==> src/rtl/dmfifo_pkg.sv <==
package dmfifo_pkg;
  // Strobes from control to datapath for one clock cycle
  typedef struct packed {
    logic push;   // store dataIn at the write pointer
    logic pop;    // move word at the read pointer into dataOut
  } fifoStrobes_t;
endpackage

==> src/rtl/dmfifo_datapath.sv <==
module dmfifo_datapath #(
  parameter int DATA_W = 8,
  parameter int DEPTH  = 8
) (
  input  logic                      clk,
  input  logic                      mRst,
  input  dmfifo_pkg::fifoStrobes_t  strobes,
  input  logic [DATA_W-1:0]         dataIn,
  output logic [DATA_W-1:0]         dataOut
);
  localparam int ADDR_W = (DEPTH > 1) ? $clog2(DEPTH) : 1;

  logic [DATA_W-1:0] mem [DEPTH];
  logic [ADDR_W-1:0] wrPtr;
  logic [ADDR_W-1:0] rdPtr;

  // storage array has no reset
  always_ff @(posedge clk) begin
    if (strobes.push) mem[wrPtr] <= dataIn;
  end

  // pointers wrap naturally because DEPTH is a power of two
  always_ff @(posedge clk) begin
    if (mRst) begin
      wrPtr   <= '0;
      rdPtr   <= '0;
      dataOut <= '0;
    end else begin
      if (strobes.push) wrPtr <= wrPtr + 1'b1;
      if (strobes.pop) begin
        dataOut <= mem[rdPtr];
        rdPtr   <= rdPtr + 1'b1;
      end
    end
  end
endmodule

==> src/rtl/dmfifo_ctrl.sv <==
module dmfifo_ctrl #(
  parameter int DEPTH  = 8,
  parameter int AE_OFS = 2,
  parameter int AF_OFS = 2
) (
  input  logic                      clk,
  input  logic                      mRst,
  input  logic                      fwftSel,
  input  logic                      wrEn,
  input  logic                      rdEn,
  output dmfifo_pkg::fifoStrobes_t  strobes,
  output logic                      fwftMode,
  output logic [$clog2(DEPTH+2)-1:0] occCount,
  output logic                      rdAvail,
  output logic                      wrAvail,
  output logic                      almostEmpty,
  output logic                      almostFull,
  output logic                      halfFull
);
  localparam int OCC_W = $clog2(DEPTH+2);
  localparam logic [OCC_W-1:0] CAP_STD = OCC_W'(DEPTH);
  localparam logic [OCC_W-1:0] AE_STD  = OCC_W'(AE_OFS);
  localparam logic [OCC_W-1:0] AF_STD  = OCC_W'(DEPTH - AF_OFS);
  localparam logic [OCC_W-1:0] HF_STD  = OCC_W'(DEPTH / 2);

  logic [OCC_W-1:0] memCount;
  logic             outValid;

  logic             pushOk, rdOk, popOk;
  logic [OCC_W-1:0] memNext, occNext;
  logic             outNext;
  logic [OCC_W-1:0] modeAdd;
  logic [OCC_W-1:0] capLim, aeLim, afLim, hfLim;

  // fall-through mode shifts every limit up by one word
  assign modeAdd = OCC_W'(fwftMode);
  assign capLim  = CAP_STD + modeAdd;
  assign aeLim   = AE_STD + modeAdd;
  assign afLim   = AF_STD + modeAdd;
  assign hfLim   = HF_STD + modeAdd;

  always_comb begin
    pushOk = wrEn && (memCount < CAP_STD);
    if (fwftMode) begin
      rdOk  = rdEn && outValid;
      popOk = (memCount != '0) && (!outValid || rdOk);
    end else begin
      rdOk  = rdEn && (memCount != '0);
      popOk = rdOk;
    end
    memNext = memCount + OCC_W'(pushOk) - OCC_W'(popOk);
    occNext = occCount + OCC_W'(pushOk) - OCC_W'(rdOk);
    if (!fwftMode)  outNext = 1'b0;
    else if (popOk) outNext = 1'b1;
    else if (rdOk)  outNext = 1'b0;
    else            outNext = outValid;
  end

  assign strobes.push = pushOk;
  assign strobes.pop  = popOk;

  always_ff @(posedge clk) begin
    if (mRst) begin
      fwftMode    <= fwftSel;
      memCount    <= '0;
      occCount    <= '0;
      outValid    <= 1'b0;
      rdAvail     <= 1'b0;
      wrAvail     <= 1'b1;
      almostEmpty <= 1'b1;
      almostFull  <= 1'b0;
      halfFull    <= 1'b0;
    end else begin
      memCount    <= memNext;
      occCount    <= occNext;
      outValid    <= outNext;
      rdAvail     <= fwftMode ? outNext : (memNext != '0);
      wrAvail     <= occNext < capLim;
      almostEmpty <= occNext <= aeLim;
      almostFull  <= occNext >= afLim;
      halfFull    <= occNext > hfLim;
    end
  end
endmodule

==> src/rtl/dmfifo_top.sv <==
module dmfifo_top #(
  parameter int DATA_W = 8,
  parameter int DEPTH  = 8,
  parameter int AE_OFS = 2,
  parameter int AF_OFS = 2
) (
  input  logic              clk,
  input  logic              mRst,
  input  logic              fwftSel,
  input  logic              wrEn,
  input  logic [DATA_W-1:0] dataIn,
  input  logic              rdEn,
  output logic [DATA_W-1:0] dataOut,
  output logic              rdAvail,
  output logic              wrAvail,
  output logic              almostEmpty,
  output logic              almostFull,
  output logic              halfFull
);
  localparam int OCC_W = $clog2(DEPTH+2);

  dmfifo_pkg::fifoStrobes_t strobes;
  logic                     fwftMode;
  logic [OCC_W-1:0]         occCount;

  dmfifo_ctrl #(.DEPTH(DEPTH), .AE_OFS(AE_OFS), .AF_OFS(AF_OFS)) u_ctrl (
    .clk(clk), .mRst(mRst), .fwftSel(fwftSel), .wrEn(wrEn), .rdEn(rdEn),
    .strobes(strobes), .fwftMode(fwftMode), .occCount(occCount),
    .rdAvail(rdAvail), .wrAvail(wrAvail), .almostEmpty(almostEmpty),
    .almostFull(almostFull), .halfFull(halfFull)
  );

  dmfifo_datapath #(.DATA_W(DATA_W), .DEPTH(DEPTH)) u_dp (
    .clk(clk), .mRst(mRst), .strobes(strobes),
    .dataIn(dataIn), .dataOut(dataOut)
  );
endmodule

==> config.mk <==
export PLATFORM = sky130hd
export DESIGN_NAME = dmfifo_top
export DESIGN_NICKNAME = d
export VERILOG_FILES = /design/src/rtl/dmfifo_pkg.sv /design/src/rtl/dmfifo_datapath.sv /design/src/rtl/dmfifo_ctrl.sv /design/src/rtl/dmfifo_top.sv
export SDC_FILE = /design/constraint.sdc
export NUM_CORES = 1
export LEC_CHECK = 0
export ABC_CLOCK_PERIOD_IN_PS = 3800
export BUFFER_PORTS_ARGS = -buffer_cell sky130_fd_sc_hd__buf_2
export CORE_ASPECT_RATIO = 0.6
export CORE_MARGIN = 8
export CORE_UTILIZATION = 40
export DETAILED_ROUTE_END_ITERATION = 10
export PLACE_DENSITY = 0.62
export SYNTH_ARGS = -nofsm -noshare
export SYNTH_HDL_FRONTEND = slang
export SYNTH_SLANG_ARGS = --single-unit
==> constraint.sdc <==
create_clock -name clk -period 3.8 [get_ports clk]
set_clock_uncertainty 0.15 [all_clocks]
set_input_delay 0.38 -clock clk [delete_from_list [all_inputs] [get_ports clk]]
set_output_delay 0.38 -clock clk [all_outputs]
set_load 0.05 [all_outputs]
==> out/results.tsv, run 1 <==
stage	metric	value	unit
outcome	status	finished, final reports clean	
timing	drv_slew	0	
drt	drtIter0Drc	143	
die	dieArea	12800	µm²
drt	dr_total_vias	2100	
placement	dp_hpwl	5090	µm
timing	fmax	320	MHz
clock_network	clockBufferDepth	2	
layout	fin_cells	407	
die	rows	27	
synth	ys.flop_type	edfxtp_1	
drt	firstDrtPassIters	4	
timing	hold_viol	0	
synth	syn_nets	285	
clock_network	clock_latency	340	ps
setup_path	cp-end-kind	flop	
timing	slew_headroom	0.298	
drt	wl_per_cell	18.2	µm
drt	remaining_drc_errors	0	
clock_network	cts_buffers	9	
worst_hold_path	min_path_cells	1	
timing	setup_viol_count_final	0	
timing	finalCriticalPeriod	3120	ps
timing	holdWs	76.1	ps
synth	synth.distinct_cells	37	
placement	place.gp.congestion	0.787	
synth	synthArstFlopShare	0	
clock_network	ctsResizeCount	0	
layout	final_common_cell	edfxtp_1	
clock_network	cts_tree	built	
setup_path	worst_setup_path_start_kind	flop	
die	start_util	0.410	
layout	drive_above_1_share	0.189	
clock_network	clk_pin_slew	60	ps
global_route	grt_max_degree	30	
layout	stdcell_area	4310	µm²
global_route	overflow	0	
placement	io_buffers	25	
worst_hold_path	min_path_type	input port to flop	
layout	nets	313	
synth	synth_area	3740	µm²
layout	n_antenna_cell	0	
timing	tns	0	ps
die	core-area	9120	µm²
synth	synth-edff-count	65	
global_route	grt_pass1_vias	2049	
global_route	antenna_found_initial	0	
placement	pre_cts_ws	712	ps
layout	fin_util	0.472	
clock_network	hold_buffers	0	
setup_path	crit_fanout	11	
synth	synth-seq-area-share	0.672	
die	die_w	141	µm
clock_network	cts_sinks	93	
power_and_ir_drop	p_leak	1.55	nW
clock_network	root_buffer	clkbuf_16	
drt	ant_nets	0	
synth	synth-seq-cells	93	
timing	timing.final.crit_share	0.821	
drt	via_per_inst	5.16	
synth	yosys_warnings	0	
global_route	grt_pass1_wl	11700	µm
die	io_pins	26	
run	maxCapViolCount	0	
synth	synthCells	258	
placement	placed_area	3970	µm²
global_route	grtUsageTotal	0.122	
timing	layout_setup_ws	680	ps
synth	syn_avg_cell_area	14.5	µm²
timing	worst_pin_slew	1050	ps
setup_path	critical_path_class	flop to flop	
layout	n_fill_cell	802	
placement	dp_cells	391	
clock_network	h-tree-depth	3	
power_and_ir_drop	vdd_drop_max	265	µV
clock_network	postCtsSetupBuffers	0	
setup_path	r2r_cells	13	
die	fp.dieH	90.9	µm
power_and_ir_drop	p_total	3.58	mW
setup_path	required	3900	ps
timing	rsz0062_at_grt	no	
drt	routed_wl	7400	µm
power_and_ir_drop	cellPowerDensity	832	nW/µm²
setup_path	cp.arrival	3220	ps
layout	areaGrowthSynthToFinish	15.2	%
layout	layout_common_cells	65 x edfxtp_1, 29 x nor2_1, 28 x dfxtp_1, 25 x buf_2, 17 x mux2i_1	
==> registers in the layout, summed over array words and instances (netlist names), 3 cells and up <==
| register | cells |
|---|---|
| u_ctrl.occCount | 4 |
| u_dp.mem | 64 |
| u_ctrl.memCount | 4 |
| u_dp.rdPtr | 3 |
| u_dp.wrPtr | 3 |
| u_dp.dataOut | 8 |
==> synthesized netlist by cell type (all sizes together), types with 2 or more instances <==
cell / n / area [µm²]
xor2: 4 / 35.0
o22ai: 8 / 50.1
fa: 2 / 40.0
mux4: 8 / 180
inv: 16 / 60.1
mux2i: 17 / 170
nor2: 29 / 109
xnor2: 5 / 43.8
nand2b: 4 / 25.0
nor3: 11 / 55.1
o21ai: 4 / 23.8
dfxtp: 28 / 561
ha: 12 / 150
buf: 8 / 55.1
clkbuf: 4 / 15.0
a21oi: 4 / 20.0
edfxtp: 65 / 1950
a211oi: 8 / 60.1
nand2: 6 / 22.5
a21o: 2 / 15.0
nor2b: 2 / 12.5
==> cell type report <==
cell class / instances / area (µm²) / share of cell area
Inverter: 16 / 60.1 / 0.0139
Tap cell: 116 / 145 / 0.0337
Clock buffer: 13 / 272 / 0.0630
Timing Repair Buffer: 29 / 155 / 0.0360
Clock inverter: 3 / 65.1 / 0.0151
Multi-Input combinational cell: 137 / 1100 / 0.255
Sequential cell: 93 / 2510 / 0.583
==> cell families after synthesis <==
kind of cell,Yosys count,share of synthesized area
simple gates,59,0.0736
buf+inv,28,0.0348
compound gates,30,0.0545
fa+ha+maj,14,0.0508
mux,25,0.0936
xor+xnor,9,0.0211
flops,93,0.672
==> final timing paths <==
check	endpoint	startpoint	slack (ps)
worst max-delay path	u_ctrl.rdAvail	u_ctrl.memCount[2]	680
worst min-delay path	u_ctrl.fwftMode	fwftSel	80
worst max register to register	u_ctrl.rdAvail	u_ctrl.memCount[2]	680
worst min register to register	u_dp.dataOut[0]	u_dp.dataOut[0]	340
==> critical path: stages (launching register included) <==
cell,delay [ps]
dfxtp_1,300
inv_1,60
ha_1,140
or3b_4,400
o21ai_2,210
inv_2,210
ha_1,310
inv_1,60
ha_1,160
inv_1,60
fa_1,370
xor2_1,160
and3_1,170
a221oi_1,260
==> power breakdown <==
part / total [mW] / switching (mW) / internal (mW)
clock: 0.990 / 0.356 / 0.633
combinational: 1.22 / 0.762 / 0.463
sequential: 1.37 / 0.124 / 1.24
total: 3.58 / 1.24 / 2.34
==> metal layers <==
layer | up-vias | part of all wire | track usage
met5 | - | 0 | 0
met4 | 0 | 0.013 | 0.0507
met3 | 9 | 0.078 | 0.0427
met2 | 60 | 0.40 | 0.155
met1 | 1030 | 0.51 | 0.182
li1 | 1001 | - | -
No activity file was read; power rests on OpenSTA's default activity.
==> run 2: changes to the inputs <==
ABC_AREA = 1   (was unset)
ABC_CLOCK_PERIOD_IN_PS = 3100   (was 3800)
PLACE_DENSITY = 0.61   (was 0.62)
clock period = 3.1 ns   (was 3.8 ns; I/O delays follow)
==> run 2 against run 1 <==
Compared with the run above:
- first-iteration DRC count increased by 67%
- count of clock-buffer cells in the layout decreased by 3
- critical path depth unchanged
- critical path type unchanged
- largest cell class unchanged
==> out/results.tsv, run 2 <==
stage	metric	value	unit	change
global_route	antenna_found_initial	0		unchanged
setup_path	slowest_stage	fa_1		was or3b_4
placement	place.gp.congestion	0.763		was 0.787
layout	top_register	u_dp.mem		unchanged
layout	n_antenna_cell	0		unchanged
placement	dp_hpwl	5900	µm	was 5090 µm
die	core-area	9910	µm²	was 9120 µm²
setup_path	critPathMaxStageDelay	420	ps	was 400 ps
synth	yosys_warnings	0		unchanged
power_and_ir_drop	p_total	4.22	mW	was 3.58 mW
layout	areaGrowthSynthToFinish	12.9	%	was 15.2%
timing	drv_slew	0		unchanged
power_and_ir_drop	p_leak	2.07	nW	was 1.55 nW
layout	largest_registers	u_dp.mem x64, u_dp.dataOut x8		unchanged
synth	syn_avg_cell_area	9.62	µm²	was 14.5 µm²
layout	multi_input_area	1140	µm²	was 1100 µm²
drt	via_per_inst	4.70		was 5.16
setup_path	cp_top_family	adder cells		unchanged
timing	worst_pin_slew	967	ps	was 1050 ps
worst_hold_path	min_path_type	input port to flop		unchanged
synth	synth_mux_area_frac	0		was 0.0936
setup_path	crit_chain	inv_1 -> ha_1 -> nand3_1 -> o211ai_1 -> inv_1 -> ha_1 -> inv_1 -> ha_1 -> fa_1 -> inv_1 -> nor3_1 -> or2_2 -> o21ai_0		was inv_1 -> ha_1 -> or3b_4 -> o21ai_2 -> inv_2 -> ha_1 -> inv_1 -> ha_1 -> inv_1 -> fa_1 -> xor2_1 -> and3_1 -> a221oi_1
drt	dr_total_vias	2810		was 2,100
clock_network	ctsResizeCount	0		unchanged
die	start_util	0.413		was 0.410
run	maxCapViolCount	0		unchanged
power_and_ir_drop	clkPwrFrac	0.230		was 0.276
synth	post_synth_xor_area_fraction	0.00642		was 0.0211
layout	stdcell_area	4620	µm²	was 4310 µm²
timing	tns	0	ps	unchanged
layout	fin_util	0.466		was 0.472
setup_path	critical_path_class	flop to flop		unchanged
setup_path	critPathMostFrequentCell	inv_1		
timing	setup_viol_count_final	0		unchanged
synth	synth-edff-count	65		unchanged
global_route	grt_use_met3	0.0435		was 0.0427
drt	drtIter0Drc	239		was 143
power_and_ir_drop	p_seq_frac	0.387		was 0.382
drt	remaining_drc_errors	0		unchanged
global_route	grt_pass1_vias	2636		was 2,049
power_and_ir_drop	power_switching	1.66	mW	was 1.24 mW
clock_network	root_buffer	clkbuf_16		unchanged
die	rows	28		was 27
placement	placed_area	4350	µm²	was 3970 µm²
synth	synthSimpleGateAreaFrac	0.192		was 0.0736
synth	ys.flop_type	edfxtp_1		unchanged
power_and_ir_drop	cellPowerDensity	913	nW/µm²	was 832 nW/µm²
synth	synth-seq-cells	93		unchanged
timing	fmax	382	MHz	was 320 MHz
clock_network	clock_latency	340	ps	about the same
power_and_ir_drop	pwr-share-comb	0.383		was 0.342
global_route	overflow	0		unchanged
clock_network	clockBufferDepth	2		unchanged
layout	register_area	2510	µm²	unchanged
timing	timing.final.crit_share	0.844		was 0.821
layout	n_fill_cell	909		was 802
synth	synthArstFlopShare	0		unchanged
timing	layout_setup_ws	485	ps	was 680 ps
synth	synth_top_family_by_area	simple AND/OR/NAND/NOR gates		was multiplexers
clock_network	hold_buffers	1		was 0
synth	synth_top_area_share	0.477		was 0.522
global_route	grtUsageTotal	0.133		was 0.122
clock_network	cts_buffers	9		unchanged
clock_network	cts_tree	built		unchanged
synth	synth_area	4090	µm²	was 3740 µm²
global_route	grt_pass1_wl	14100	µm	was 11,700 µm
global_route	grt_max_degree	35		was 30
layout	drive_above_1_share	0.110		was 0.189
drt	ant_nets	0		unchanged
synth	synth.top_cells.by_area	edfxtp_1 48%, dfxtp_1 14%, nand2_1 10%		was edfxtp_1 52%, dfxtp_1 15%, mux4_2 4.8%
layout	fin_cells	598		was 407
placement	io_buffers	25		unchanged
clock_network	h-tree-depth	3		unchanged
global_route	use_met1	0.188		was 0.182
synth	yosysMostFrequentCell	nand2_1		was edfxtp_1
timing	hold_viol	0		unchanged
layout	nets	485		was 313
synth	synth-seq-area-share	0.614		was 0.672
timing	rsz0062_at_grt	no		unchanged
die	die_w	147	µm	was 141 µm
setup_path	required	3220	ps	was 3900 ps
drt	wl_per_cell	14.6	µm	was 18.2 µm
synth	syn_nets	452		was 285
die	fp.dieH	94.3	µm	was 90.9 µm
setup_path	cp-end-kind	flop		unchanged
global_route	gr-usage-met2	0.193		was 0.155
drt	firstDrtPassIters	7		was 4
clock_network	clk_pin_slew	60	ps	about the same
drt	routed_wl	8700	µm	was 7400 µm
synth	synthAdderAreaFrac	0.0465		was 0.0508
power_and_ir_drop	p_int	2.56	mW	was 2.34 mW
power_and_ir_drop	vdd_drop_max	361	µV	was 265 µV
timing	finalCriticalPeriod	2620	ps	was 3120 ps
layout	layout_common_cells	114 x nand2_1, 81 x inv_1, 65 x edfxtp_1, 54 x nand3_1, 28 x dfxtp_1		was 65 x edfxtp_1, 29 x nor2_1, 28 x dfxtp_1, 25 x buf_2, 17 x mux2i_1
die	io_pins	26		unchanged
synth	yosys.area.top_type	edfxtp_1		unchanged
setup_path	worst_setup_path_start_kind	flop		unchanged
synth	netlist_top_cells_count	114 x nand2_1, 81 x inv_1, 65 x edfxtp_1		was 65 x edfxtp_1, 29 x nor2_1, 28 x dfxtp_1
die	dieArea	13800	µm²	was 12,800 µm²
timing	holdWs	104	ps	was 76.1 ps
timing	slew_headroom	0.353		was 0.298
layout	final_common_cell	nand2_1		was edfxtp_1
setup_path	cp.arrival	2730	ps	was 3220 ps
clock_network	cts_sinks	93		unchanged
clock_network	postCtsSetupBuffers	0		unchanged
synth	synth.distinct_cells	24		was 37
synth	synthCells	425		was 258
setup_path	crit_fanout	4		was 11
placement	dp_cells	581		was 391
power_and_ir_drop	p_sw_frac	0.393		was 0.347
placement	pre_cts_ws	479	ps	was 712 ps
synth	synth_compound_area_frac	0.0343		was 0.0545
layout	largest_register_ffs	64		unchanged
global_route	grt_busiest_layer	met2		was met1
outcome	status	finished, final reports clean		unchanged
setup_path	path_buf_inv	4		unchanged
run 2: area by class of cell:
cell class                      count  area share
Inverter                           85      0.0702
Multi-Input combinational cell    233       0.247
Sequential cell                    93       0.544
Clock inverter                      6     0.00650
Tap cell                          135      0.0366
Clock buffer                       10      0.0496
Timing Repair Buffer               36      0.0455
run 2: layer usage:
layer	part of all wire	up-vias
li1	-	1420
met1	0.51	1317
met2	0.42	66
met3	0.054	7
met4	0.0090	0
met5	0	-
run 2: power by group through the flow:
stage	clock [mW]	combinational (mW)	sequential, mW
floorplan	0	1.06	1.86
global placement	0	1.59	1.65
detailed placement	0	1.62	1.66
CTS	1.00	1.63	1.63
global route	1.04	1.83	1.65
finish	0.971	1.62	1.63
run 2: final timing paths:
check	cells after the start	start	to	slack (ps)
worst min-delay path	1	dataIn[0]	u_dp.mem[7][0]	100
worst min register to register	2	u_dp.dataOut[0]	u_dp.dataOut[0]	320
worst max register to register	13	u_ctrl.memCount[3]	u_ctrl.almostEmpty	480
worst max-delay path	13	u_ctrl.memCount[3]	u_ctrl.almostEmpty	480
run 2: cell families after synthesis:
group           Yosys count
compound gates           27
xor+xnor                  3
fa+ha+maj                14
buf+inv                  99
flops                    93
simple gates            189
